==> src/rtl/exc_pkg.sv <==
package exc_pkg;

    localparam int NUM_CAUSE  = 7;
    localparam int CAUSE_W    = 3;
    localparam int MODE_W     = 5;
    localparam int SLOT_W     = 3;
    localparam int SLOT_SHIFT = 2;
    localparam int ADJ_W      = 4;
    localparam int INSN_BYTES = 4;

    localparam int BIT_HALF   = 5;
    localparam int BIT_FMASK  = 6;
    localparam int BIT_IMASK  = 7;

    typedef enum logic [CAUSE_W-1:0] {
        C_RST = 3'd0,
        C_UND = 3'd1,
        C_SWI = 3'd2,
        C_PAB = 3'd3,
        C_DAB = 3'd4,
        C_IRQ = 3'd5,
        C_FIQ = 3'd6
    } cause_e;

    localparam logic [MODE_W-1:0] MODE_FIQ = 5'h11;
    localparam logic [MODE_W-1:0] MODE_IRQ = 5'h12;
    localparam logic [MODE_W-1:0] MODE_SVC = 5'h13;
    localparam logic [MODE_W-1:0] MODE_ABT = 5'h17;
    localparam logic [MODE_W-1:0] MODE_UND = 5'h1B;

    typedef struct packed {
        logic [MODE_W-1:0] mode;
        logic [SLOT_W-1:0] slot;
        logic [ADJ_W-1:0]  adj;
        logic              advanced;
        logic              set_fmask;
        logic              save;
    } cause_attr_t;

endpackage

==> src/rtl/exc_arbiter.sv <==
module exc_arbiter
    import exc_pkg::*;
(
    input  logic [NUM_CAUSE-1:0] req_i,
    input  logic                 irq_masked_i,
    input  logic                 fiq_masked_i,
    output logic                 valid_o,
    output cause_e               cause_o
);

    localparam cause_e RANK [NUM_CAUSE] = '{C_RST, C_DAB, C_FIQ, C_IRQ, C_PAB, C_UND, C_SWI};

    logic [NUM_CAUSE-1:0] live;

    always_comb begin
        live = req_i;
        if (irq_masked_i) live[C_IRQ] = 1'b0;
        if (fiq_masked_i) live[C_FIQ] = 1'b0;
    end

    always_comb begin
        valid_o = 1'b0;
        cause_o = C_RST;
        for (int i = NUM_CAUSE - 1; i >= 0; i--) begin
            if (live[RANK[i]]) begin
                valid_o = 1'b1;
                cause_o = RANK[i];
            end
        end
    end

endmodule

==> src/rtl/exc_cause_map.sv <==
module exc_cause_map
    import exc_pkg::*;
(
    input  cause_e      cause_i,
    output cause_attr_t attr_o
);

    always_comb begin
        attr_o = '0;
        attr_o.save = 1'b1;
        unique case (cause_i)
            C_RST: begin
                attr_o.mode      = MODE_SVC;
                attr_o.slot      = 3'd0;
                attr_o.set_fmask = 1'b1;
                attr_o.save      = 1'b0;
            end
            C_UND: begin
                attr_o.mode = MODE_UND;
                attr_o.slot = 3'd1;
            end
            C_SWI: begin
                attr_o.mode = MODE_SVC;
                attr_o.slot = 3'd2;
            end
            C_PAB: begin
                attr_o.mode = MODE_ABT;
                attr_o.slot = 3'd3;
                attr_o.adj  = ADJ_W'(INSN_BYTES);
            end
            C_DAB: begin
                attr_o.mode     = MODE_ABT;
                attr_o.slot     = 3'd4;
                attr_o.adj      = ADJ_W'(2 * INSN_BYTES);
                attr_o.advanced = 1'b1;
            end
            C_IRQ: begin
                attr_o.mode     = MODE_IRQ;
                attr_o.slot     = 3'd6;
                attr_o.adj      = ADJ_W'(INSN_BYTES);
                attr_o.advanced = 1'b1;
            end
            C_FIQ: begin
                attr_o.mode      = MODE_FIQ;
                attr_o.slot      = 3'd7;
                attr_o.adj       = ADJ_W'(INSN_BYTES);
                attr_o.advanced  = 1'b1;
                attr_o.set_fmask = 1'b1;
            end
            default: attr_o = '0;
        endcase
    end

endmodule

==> src/rtl/exc_status_fmt.sv <==
module exc_status_fmt
    import exc_pkg::*;
#(
    parameter int XLEN = 32
) (
    input  logic [XLEN-1:0]   cur_i,
    input  logic [MODE_W-1:0] mode_i,
    input  logic              set_fmask_i,
    output logic [XLEN-1:0]   nxt_o
);

    always_comb begin
        nxt_o              = cur_i;
        nxt_o[MODE_W-1:0]  = mode_i;
        nxt_o[BIT_HALF]    = 1'b0;
        nxt_o[BIT_IMASK]   = 1'b1;
        if (set_fmask_i) nxt_o[BIT_FMASK] = 1'b1;
    end

endmodule

==> src/rtl/exc_entry_ctrl.sv <==
module exc_entry_ctrl
    import exc_pkg::*;
#(
    parameter int              XLEN     = 32,
    parameter logic [XLEN-1:0] VEC_BASE = '0
) (
    input  logic                 clk,
    input  logic                 rst_n,
    input  logic [NUM_CAUSE-1:0] req_i,
    input  logic [XLEN-1:0]      status_i,
    input  logic [XLEN-1:0]      exec_addr_i,
    output logic                 enter_o,
    output logic [CAUSE_W-1:0]   cause_o,
    output logic [MODE_W-1:0]    bank_mode_o,
    output logic                 spsr_we_o,
    output logic [XLEN-1:0]      spsr_data_o,
    output logic                 lr_we_o,
    output logic [XLEN-1:0]      lr_data_o,
    output logic                 status_we_o,
    output logic [XLEN-1:0]      status_o,
    output logic                 pc_we_o,
    output logic [XLEN-1:0]      pc_o,
    output logic [ADJ_W-1:0]     ret_adj_o
);

    localparam logic [XLEN-1:0] STEP = XLEN'(INSN_BYTES);

    typedef struct packed {
        logic               enter;
        logic [CAUSE_W-1:0] cause;
        logic [MODE_W-1:0]  mode;
        logic               spsr_we;
        logic [XLEN-1:0]    spsr;
        logic               lr_we;
        logic [XLEN-1:0]    lr;
        logic               st_we;
        logic [XLEN-1:0]    st;
        logic               pc_we;
        logic [XLEN-1:0]    pc;
        logic [ADJ_W-1:0]   adj;
    } entry_t;

    logic        arb_valid;
    cause_e      arb_cause;
    cause_attr_t attr;
    logic [XLEN-1:0] fmt_status;
    entry_t ent_d, ent_q;

    exc_arbiter u_arb (
        .req_i        (req_i),
        .irq_masked_i (status_i[BIT_IMASK]),
        .fiq_masked_i (status_i[BIT_FMASK]),
        .valid_o      (arb_valid),
        .cause_o      (arb_cause)
    );

    exc_cause_map u_map (
        .cause_i (arb_cause),
        .attr_o  (attr)
    );

    exc_status_fmt #(.XLEN(XLEN)) u_fmt (
        .cur_i       (status_i),
        .mode_i      (attr.mode),
        .set_fmask_i (attr.set_fmask),
        .nxt_o       (fmt_status)
    );

    always_comb begin
        ent_d = '0;
        if (arb_valid) begin
            ent_d.enter   = 1'b1;
            ent_d.cause   = arb_cause;
            ent_d.mode    = attr.mode;
            ent_d.st_we   = 1'b1;
            ent_d.st      = fmt_status;
            ent_d.pc_we   = 1'b1;
            ent_d.pc      = VEC_BASE + (XLEN'(attr.slot) << SLOT_SHIFT);
            ent_d.adj     = attr.adj;
            if (attr.save) begin
                ent_d.spsr_we = 1'b1;
                ent_d.spsr    = status_i;
                ent_d.lr_we   = 1'b1;
                ent_d.lr      = exec_addr_i + STEP + (attr.advanced ? STEP : '0);
            end
        end
    end

    always_ff @(posedge clk or negedge rst_n) begin
        if (!rst_n) ent_q <= '0;
        else        ent_q <= ent_d;
    end

    assign enter_o     = ent_q.enter;
    assign cause_o     = ent_q.cause;
    assign bank_mode_o = ent_q.mode;
    assign spsr_we_o   = ent_q.spsr_we;
    assign spsr_data_o = ent_q.spsr;
    assign lr_we_o     = ent_q.lr_we;
    assign lr_data_o   = ent_q.lr;
    assign status_we_o = ent_q.st_we;
    assign status_o    = ent_q.st;
    assign pc_we_o     = ent_q.pc_we;
    assign pc_o        = ent_q.pc;
    assign ret_adj_o   = ent_q.adj;

endmodule

==> config.mk <==
export PLATFORM = sky130hd
export DESIGN_NAME = exc_entry_ctrl
export DESIGN_NICKNAME = d
export VERILOG_FILES = /design/src/rtl/exc_pkg.sv /design/src/rtl/exc_arbiter.sv /design/src/rtl/exc_cause_map.sv /design/src/rtl/exc_status_fmt.sv /design/src/rtl/exc_entry_ctrl.sv
export SDC_FILE = /design/constraint.sdc
export NUM_CORES = 1
export LEC_CHECK = 0
export ABC_AREA = 1
export ABC_CLOCK_PERIOD_IN_PS = 1600
export CAP_MARGIN = 20
export CORE_MARGIN = 2
export CORE_UTILIZATION = 45
export CTS_CLUSTER_SIZE = 28
export DETAILED_ROUTE_END_ITERATION = 10
export PLACE_DENSITY = 0.87
export SLEW_MARGIN = 20
export SYNTH_ARGS = -nofsm -noshare
export SYNTH_HDL_FRONTEND = slang
export SYNTH_SLANG_ARGS = --single-unit
==> constraint.sdc <==
create_clock -name clk -period 1.6 [get_ports clk]
set_input_delay 0.32 -clock clk [delete_from_list [all_inputs] [get_ports clk]]
set_output_delay 0.32 -clock clk [all_outputs]
set_load 0.03 [all_outputs]
# Word level (Yosys, flattened, before mapping)
# Index checks and enable logic that the tools add are counted.
dict set report word_totals {
  register_bits 145
  inputBits 73
  output_inout_bits 145
  elab_cells 50
}
dict set report op_classes {
  add_sub_neg 2
  eq_ne 6
  n_mux 25
  reduce_logical 5
}
# op count
set op_table {}
lappend op_table {{$mux W145} 1}
lappend op_table {{$mux W66} 1}
lappend op_table {{$pmux W8 S7} 1}
lappend op_table {{$add A32 B3 Y32} 1}
lappend op_table {{$add A32 B3 Y32 const B} 1}
lappend op_table {{$mux W3} 5}
lappend op_table {{$mux W1} 13}
lappend op_table {{$eq A3 B3 Y1 const B} 3}
lappend op_table {{$pmux W4 S2} 1}
lappend op_table {{$eq A3 B2 Y1 const B} 2}
lappend op_table {{$mux W2} 3}
lappend op_table {{$reduce_or A3 Y1} 2}
lappend op_table {{$reduce_or A6 Y1} 1}
lappend op_table {{$eq A3 B1 Y1 const B} 1}
lappend op_table {{$logic_not A3 Y1} 1}
lappend op_table {{$reduce_or A2 Y1} 1}

# Logic depth before layout (Yosys ltp)
# Gate-level depths: netlist of run 1.
dict set report depth {
  depth_word 14
  mapped_depth 16
  mapped_depth_nobuf 16
}

# Cells and area by module
# From an unflattened synthesis of run 1, not the netlist that was laid out.
dict set report unflattened {
  hier_cells 637
  hier_area_um2 5310.1
}
# mod instances cells_each area_per_inst_um2 seq_area_each_um2
set modules_own_cells {}
lappend modules_own_cells {exc_entry_ctrl 1 548 4777.1 2827.7}
lappend modules_own_cells {exc_status_fmt 1 36 251.5 0.0}
lappend modules_own_cells {exc_cause_map 1 31 178.9 0.0}
lappend modules_own_cells {exc_arbiter 1 22 102.6 0.0}

# Least setup slack after synthesis of run 1
# No wires, ideal clock.
dict set report synth_timing {
  kind {input port to flip-flop}
  from {input port status_i[6]}
  to {register ent_q (netlist bit lr_data_o[11])}
  setup_time_ns 0.114
  arrival_time_ns 2.006
  required_time_ns 1.486
  path_slack_ns -0.520
  cell_stages 15
  n_path_buf 0
  cell_sequence {inv_1 -> nand2_2 -> nand2_2 -> o21ai_4 -> ha_1 -> inv_1 -> ha_1 -> ha_1 -> nand3_1 -> inv_1 -> nand2_1 -> inv_1 -> or2_2 -> nand3_1 -> inv_1}
}
# item line_no
set synth_lines {}
lappend synth_lines {{from (decl)} exc_entry_ctrl.sv:10} ;# input logic [XLEN-1:0] status_i,
lappend synth_lines {{to (signal assigned)} exc_entry_ctrl.sv:91} ;# else ent_q <= ent_d;
lappend synth_lines {{to (decl)} exc_entry_ctrl.sv:47} ;# entry_t ent_d, ent_q;

==> results.yml, run 1 <==
floorplanning:
  pin_count: 218
  start_util: 0.458
  die_h_um: 106
  rows: 37
  core_um2: 10200
  die_area_um2: 11200
  die-width_um: 106
yosys:
  synth_cell_types: 27
  syn_inst: 553
  syn_area_per_cell_um2: 8.44
  synth_area_leader_cell: "dfrtp_1"
  ys_seq_area_frac: 0.558
  syn_area_um2: 4670
  ys_warn_count: 0
  synth_top_area_frac: 0.558
  synth.area.top_cells: "dfrtp_1, nand2_1, inv_1"
  synth-seq-cells: 104
place:
  gp_congestion: 0.919
  place_area_um2: 7160
  hpwl_mm: 10.7
  io_buffers: 185
routing:
  dr.pass1.iters: 4
  ant_nets: 0
  drt-total-wl_mm: 13.5
  route.detailed.drc: 0
  vias: 4302
  wire_per_inst_um: 14.2
  avgViaCountPerCell: 4.52
  drtIter0Drc: 138
cts:
  tritoncts: "done"
  ctsLongestPathBuffers: 2
  clock_sinks: 104
  cts_buffers: 9
  htree_levels: 3
  cts-root-buf: "clkbuf_8"
  clk_pin_slew_ns: 0.10
power:
  ir_drop_uv: 576
  power_uw: 6420
  power_leakage_uw: 0.00423
  power_density_nw_per_um2: 859
worst_setup_path:
  cpMaxStageDelayCell: "ha_2"
  crit_path_end_kind: "register"
  path_class: "in -> reg"
  required_ns: 1.90
  cp.arrival_ns: 1.95
  worst-path-max-fanout: 4
  startpoint_type: "input pin"
  critPathMaxStageDelay_ns: 0.18
  worstPathCellList: "buf_12 -> inv_16 -> nand2_8 -> nand2_4 -> o21ai_4 -> ha_2 -> inv_2 -> ha_4 -> nand2_4 -> nor2_4 -> nand3_2 -> buf_4 -> inv_2 -> buf_6 -> nand2_2 -> nand2_1 -> nand2_1 -> nor2_1"
layout:
  nets: 887
  layout-drive-gt1-share: 0.201
  fin_area_um2: 7470
  areaGrowthSynthToFinish_pct: 60.2
  nFillCells: 789
  diodes: 0
global_route:
  grt_first_pass_wirelength_mm: 21.4
  grt_pass1_vias: 4341
  grtUsageTotal: 0.248
  antenna_found_initial: 0
  overflow: 0
  grt_max_degree: 57
timing:
  finalWorstSetupSlack_ns: -0.0528
  min_period_over_period: 1.03
  finalCriticalPeriod_ns: 1.65
  final.setup.tns_ns: -0.116
  whs_ns: 0.180
  maxSlewViolCount: 0
  rsz0062_at_grt: "true"
  fmax_mhz: 605
  setup_viol: 4
  hold_viol: 0
status:
  status: "complete, but fails checks"
  violations: "negative setup slack"
flow_run:
  drv_cap: 0
worst_hold_path:
  hold_path.class: "in -> reg"
[cell usage after synthesis]
master,n
a21o_1,1
a21oi_1,1
buf_2,5
buf_4,43
buf_6,1
conb_1,1
dfrtp_1,104
ha_1,4
inv_1,117
inv_2,1
nand2_1,133
nand2_2,2
nand3_1,33
nand3_2,1
nand3_4,1
nand4_1,1
nor2_1,78
nor2_2,1
nor2_4,1
nor3_1,5
nor3_4,1
o211ai_1,1
o21ai_0,3
o21ai_4,1
o21bai_1,2
or2_2,7
xor2_1,4
[cell type report]
class / count / area [um2] / share of cell area
well taps: 136 / 170 / 0.0228
clock buffers: 11 / 141 / 0.0189
clock inverters: 5 / 87.6 / 0.0117
flip-flops and latches: 104 / 2600 / 0.348
repair buffers: 264 / 2390 / 0.320
inverters: 118 / 477 / 0.0638
multi-input cells: 313 / 1600 / 0.214
[power by group]
part	total (uW)	internal, uW	switching, uW
Sequential	2870	2820	54.7
Combinational	1670	616	1060
Clock	1880	943	932
Total	6420	4380	2040
[metal layers]
layer  part of all wire  GRT usage  up-vias
li1                   -          -     2046
met5                  0          0        -
met3              0.060     0.0445       19
met4              0.021     0.0827        0
met2               0.53      0.455      172
met1               0.39      0.290     2065
[state kept, by name (all words and copies together), names as in the netlist]
signal / flops
lr_we_o: 1
status_o: 27
spsr_data_o: 32
ret_adj_o: 2
bank_mode_o: 4
pc_o: 3
cause_o: 3
lr_data_o: 32
[critical path: cells and delay by family]
kind            cells  cell delay [ns]
simple gates        9             0.69
buf+inv             6             0.52
fa+ha+maj           2             0.35
compound gates      1             0.07
[cell families (layout without fill, tap and decap cells)]
kind of cell	Yosys count	after routing	share of synthesized area
adders and majority gates	4	4	0.0107
other	1	32	0.000804
and+or+nand+nor	264	264	0.237
DFF	104	104	0.558
AOI/OAI and AO/OA	9	9	0.0142
buffers and inverters	167	398	0.172
xor gates and xnor gates	4	4	0.00751
[final timing paths]
check / slack (ns) / endpoint / start / cells after the start
worst max-delay path: -0.05 / lr_data_o[24]$_DFF_PN0_ / status_i[7] / 18
worst min-delay path: 0.18 / spsr_data_o[6]$_DFF_PN0_ / status_i[6] / 3
max in group asynchronous: 0.55 / lr_data_o[0]$_DFF_PN0_ / rst_n / 3
min in group asynchronous: 0.42 / status_o[14]$_DFF_PN0_ / rst_n / 2
[repair_timing]
item | CTS | global route
pin swaps | 20 | 22
setup buffers | 9 | 4
endpoints found under the setup margin | 161 | 24
resized for setup | 160 | 31
hold buffers | 1 | 0
endpoints found under the hold margin | 23 | 0
cloned | 0 | 0
[layout by cell type (no fill, tap or decap), types with 4 or more instances in the layout]
cell / instances
buf_4: 70
clkbuf_8: 10
or2_2: 5
nor2_1: 66
nor2_2: 9
nand2_2: 8
inv_2: 9
dlygate4sd2_1: 114
dfrtp_1: 104
nand3_2: 8
inv_1: 105
nand3_1: 25
clkdlybuf4s50_1: 63
conb_1: 32
nand2_1: 122
xor2_1: 4
buf_6: 6
buf_12: 6
nor2_4: 5
[through the flow]
stage / setup WS, ns / util / instances
after global placement: -0.898 / 0.703 / 925
after detailed placement: -0.922 / 0.703 / 925
after floorplan: -0.315 / - / 584
final: -0.0528 / 0.734 / 951
after global routing: -0.139 / 0.734 / 951
after CTS: -0.159 / 0.726 / 951
Power figures use the tool's default switching activity.
==> inputs of run 2 (changes only) <==
--- a/config.mk
+++ b/config.mk
@@ -6,13 +6,13 @@
 export NUM_CORES = 1
 export LEC_CHECK = 0
 export ABC_AREA = 1
-export ABC_CLOCK_PERIOD_IN_PS = 1600
+export ABC_CLOCK_PERIOD_IN_PS = 1500
 export CAP_MARGIN = 20
 export CORE_MARGIN = 2
-export CORE_UTILIZATION = 45
+export CORE_UTILIZATION = 37
 export CTS_CLUSTER_SIZE = 28
 export DETAILED_ROUTE_END_ITERATION = 10
-export PLACE_DENSITY = 0.87
+export PLACE_DENSITY = 0.76
 export SLEW_MARGIN = 20
 export SYNTH_ARGS = -nofsm -noshare
 export SYNTH_HDL_FRONTEND = slang
==> constraint.sdc (replaced) <==
create_clock -name clk -period 1.5 [get_ports clk]
set_input_delay 0.3 -clock clk [delete_from_list [all_inputs] [get_ports clk]]
set_output_delay 0.3 -clock clk [all_outputs]
set_load 0.03 [all_outputs]
==> run 2 against run 1 <==
The run still ends with negative setup slack left. Die area up 21%. Hold slack lost 0.15 ns. Setup slack worse by 0.063 ns. Sequential share of layout area down 1.6 points. Final area rose by 4.8%. Global-route usage is 4.7 points lower. Critical endpoint is now lr_data_o[31]$_DFF_PN0_.
==> results.yml, run 2 (synthesized netlist as in run 1, its figures left out) <==
status:
  status: "complete, but fails checks"
  violations: "negative setup slack"
timing:
  slew_headroom: 0.640
  finalCriticalPeriod_ns: 1.62
  min_period_over_period: 1.08
  rsz0062_at_grt: "true"
  fmax_mhz: 619
  finalWorstSetupSlack_ns: -0.116
  setup_viol: 13
  final.setup.tns_ns: -0.754
  maxSlewViolCount: 0
  hold_viol: 0
  tightestPinTransition_ns: 0.540
place:
  gp_congestion: 0.873
  io_buffers: 185
  hpwl_mm: 9.83
  place_area_um2: 7180
  dpl_worst_slack_ns: -0.980
  dp_cells: 958
cts:
  ctsLongestPathBuffers: 2
  tritoncts: "done"
  clock_sinks: 104
  cts-root-buf: "clkbuf_16"
  htree_levels: 3
  cts_buffers: 9
  clk_pin_slew_ns: 0.07
global_route:
  grtUsageTotal: 0.200
  overflow: 0
  grt_max_degree: 105
  grt_first_pass_wirelength_mm: 20.5
  grt_pass1_vias: 4199
  antenna_found_initial: 0
flow_run:
  drv_cap: 0
floorplanning:
  die_h_um: 116
  die_area_um2: 13500
  core_um2: 12500
  pin_count: 218
  start_util: 0.374
  die-width_um: 116
  rows: 41
layout:
  nets: 888
  nFillCells: 1048
  final_common_cell: "dlygate4sd2_1"
  areaGrowthSynthToFinish_pct: 67.9
  fin_area_um2: 7840
  final_core_util: 0.629
  seq_area_um2: 2600
  final_cell_mix: "dlygate4sd2_1, nand2_1, dfrtp_1, inv_1"
  multi_input_area_um2: 1740
  layout-drive-gt1-share: 0.249
  diodes: 0
  instances_no_fill: 988
worst_setup_path:
  startpoint_type: "input pin"
  cp-startpoint: "status_i[7]"
  cp.arrival_ns: 1.89
  worst-path-max-fanout: 3
  required_ns: 1.77
  crit_path_end_kind: "register"
  crit_end: "lr_data_o[31]$_DFF_PN0_"
  path_class: "in -> reg"
routing:
  drt-total-wl_mm: 13.3
  avgViaCountPerCell: 4.26
  vias: 4211
  drtIter0Drc: 247
  route.detailed.drc: 0
  dr.pass1.iters: 4
  ant_nets: 0
  wire_per_inst_um: 13.5
worst_hold_path:
  hold_path.class: "in -> async"
power:
  power_density_nw_per_um2: 921
  power_leakage_uw: 0.00442
  ir_drop_uv: 405
-- run 2: cell count changes in the layout (fill, tap and decap cells not counted), moves of 6 or more --
cell             before  now
buf_4                70   61
nand2_1             122  105
clkbuf_8             10    2
nand2_2               8   21
buf_6                 6   16
clkbuf_16             0    9
dlygate4sd2_1       114  108
clkdlybuf4s50_1      63   56
dlymetal6s2s_1        1    7
-- run 2: per-layer routing --
layer	track usage	up-vias	wire, um
met5	0	-	0
met4	0.0905	0	405
met3	0.0384	32	1180
met2	0.357	209	6670
met1	0.233	1918	5080
li1	-	2052	-
-- run 2: critical path, stage by stage --
cell and delay (ns):
buf_12 0.11, inv_16 0.05, nand2_8 0.04, nand2_4 0.07, o21ai_4 0.06, ha_2 0.18
inv_2 0.06, ha_4 0.16, ha_4 0.16, nand3_4 0.09, buf_12 0.14, nor2_4 0.11
buf_6 0.12, nand2_2 0.04, nand2_1 0.06, nand2_1 0.04, nor2_1 0.09
-- run 2: stage by stage --
step | hold slack (ns) | total power, uW
floorplan | 0.00441 | 4100
global placement | 0.415 | 4990
detailed placement | 0.414 | 5020
CTS | 0.0451 | 7230
global route | 0.0675 | 7550
finish | 0.0285 | 7210
-- run 2: layout make-up --
class                           instances  share of cell area
Sequential cell                       104               0.332
Timing Repair Buffer                  265               0.318
Multi-Input combinational cell        313               0.222
Inverter                              118              0.0621
Clock buffer                           11              0.0323
Tap cell                              172              0.0275
Clock inverter                          5             0.00511
-- run 2: how the worst min path moves through the flow --
stage                from                        to  slack, ns  cells after the start
finish              rst_n  spsr_data_o[5]$_DFF_PN0_       0.03                      2
global placement    rst_n  spsr_data_o[5]$_DFF_PN0_       0.42                      2
floorplan           rst_n  bank_mode_o[0]$_DFF_PN0_      0.004                      0
CTS                 rst_n  spsr_data_o[1]$_DFF_PN0_       0.05                      2
global route        rst_n  spsr_data_o[5]$_DFF_PN0_       0.07                      2
detailed placement  rst_n  spsr_data_o[5]$_DFF_PN0_       0.41                      2
-- run 2: power by group --
group / internal (uW) / total [uW] / switching, uW
combinational: 716 / 1860 / 1140
clock: 1230 / 2290 / 1060
sequential: 3010 / 3070 / 62.1
-- run 2: what timing repair did --
| action | 4_1_cts | 5_1_grt |
|---|---|---|
| gates resized for setup | 189 | 74 |
| buffers inserted | 7 | 9 |
| hold buffers | 0 | 0 |
| cloned | 1 | 0 |
| pin swaps | 33 | 31 |
| endpoints found under the setup margin | 201 | 69 |
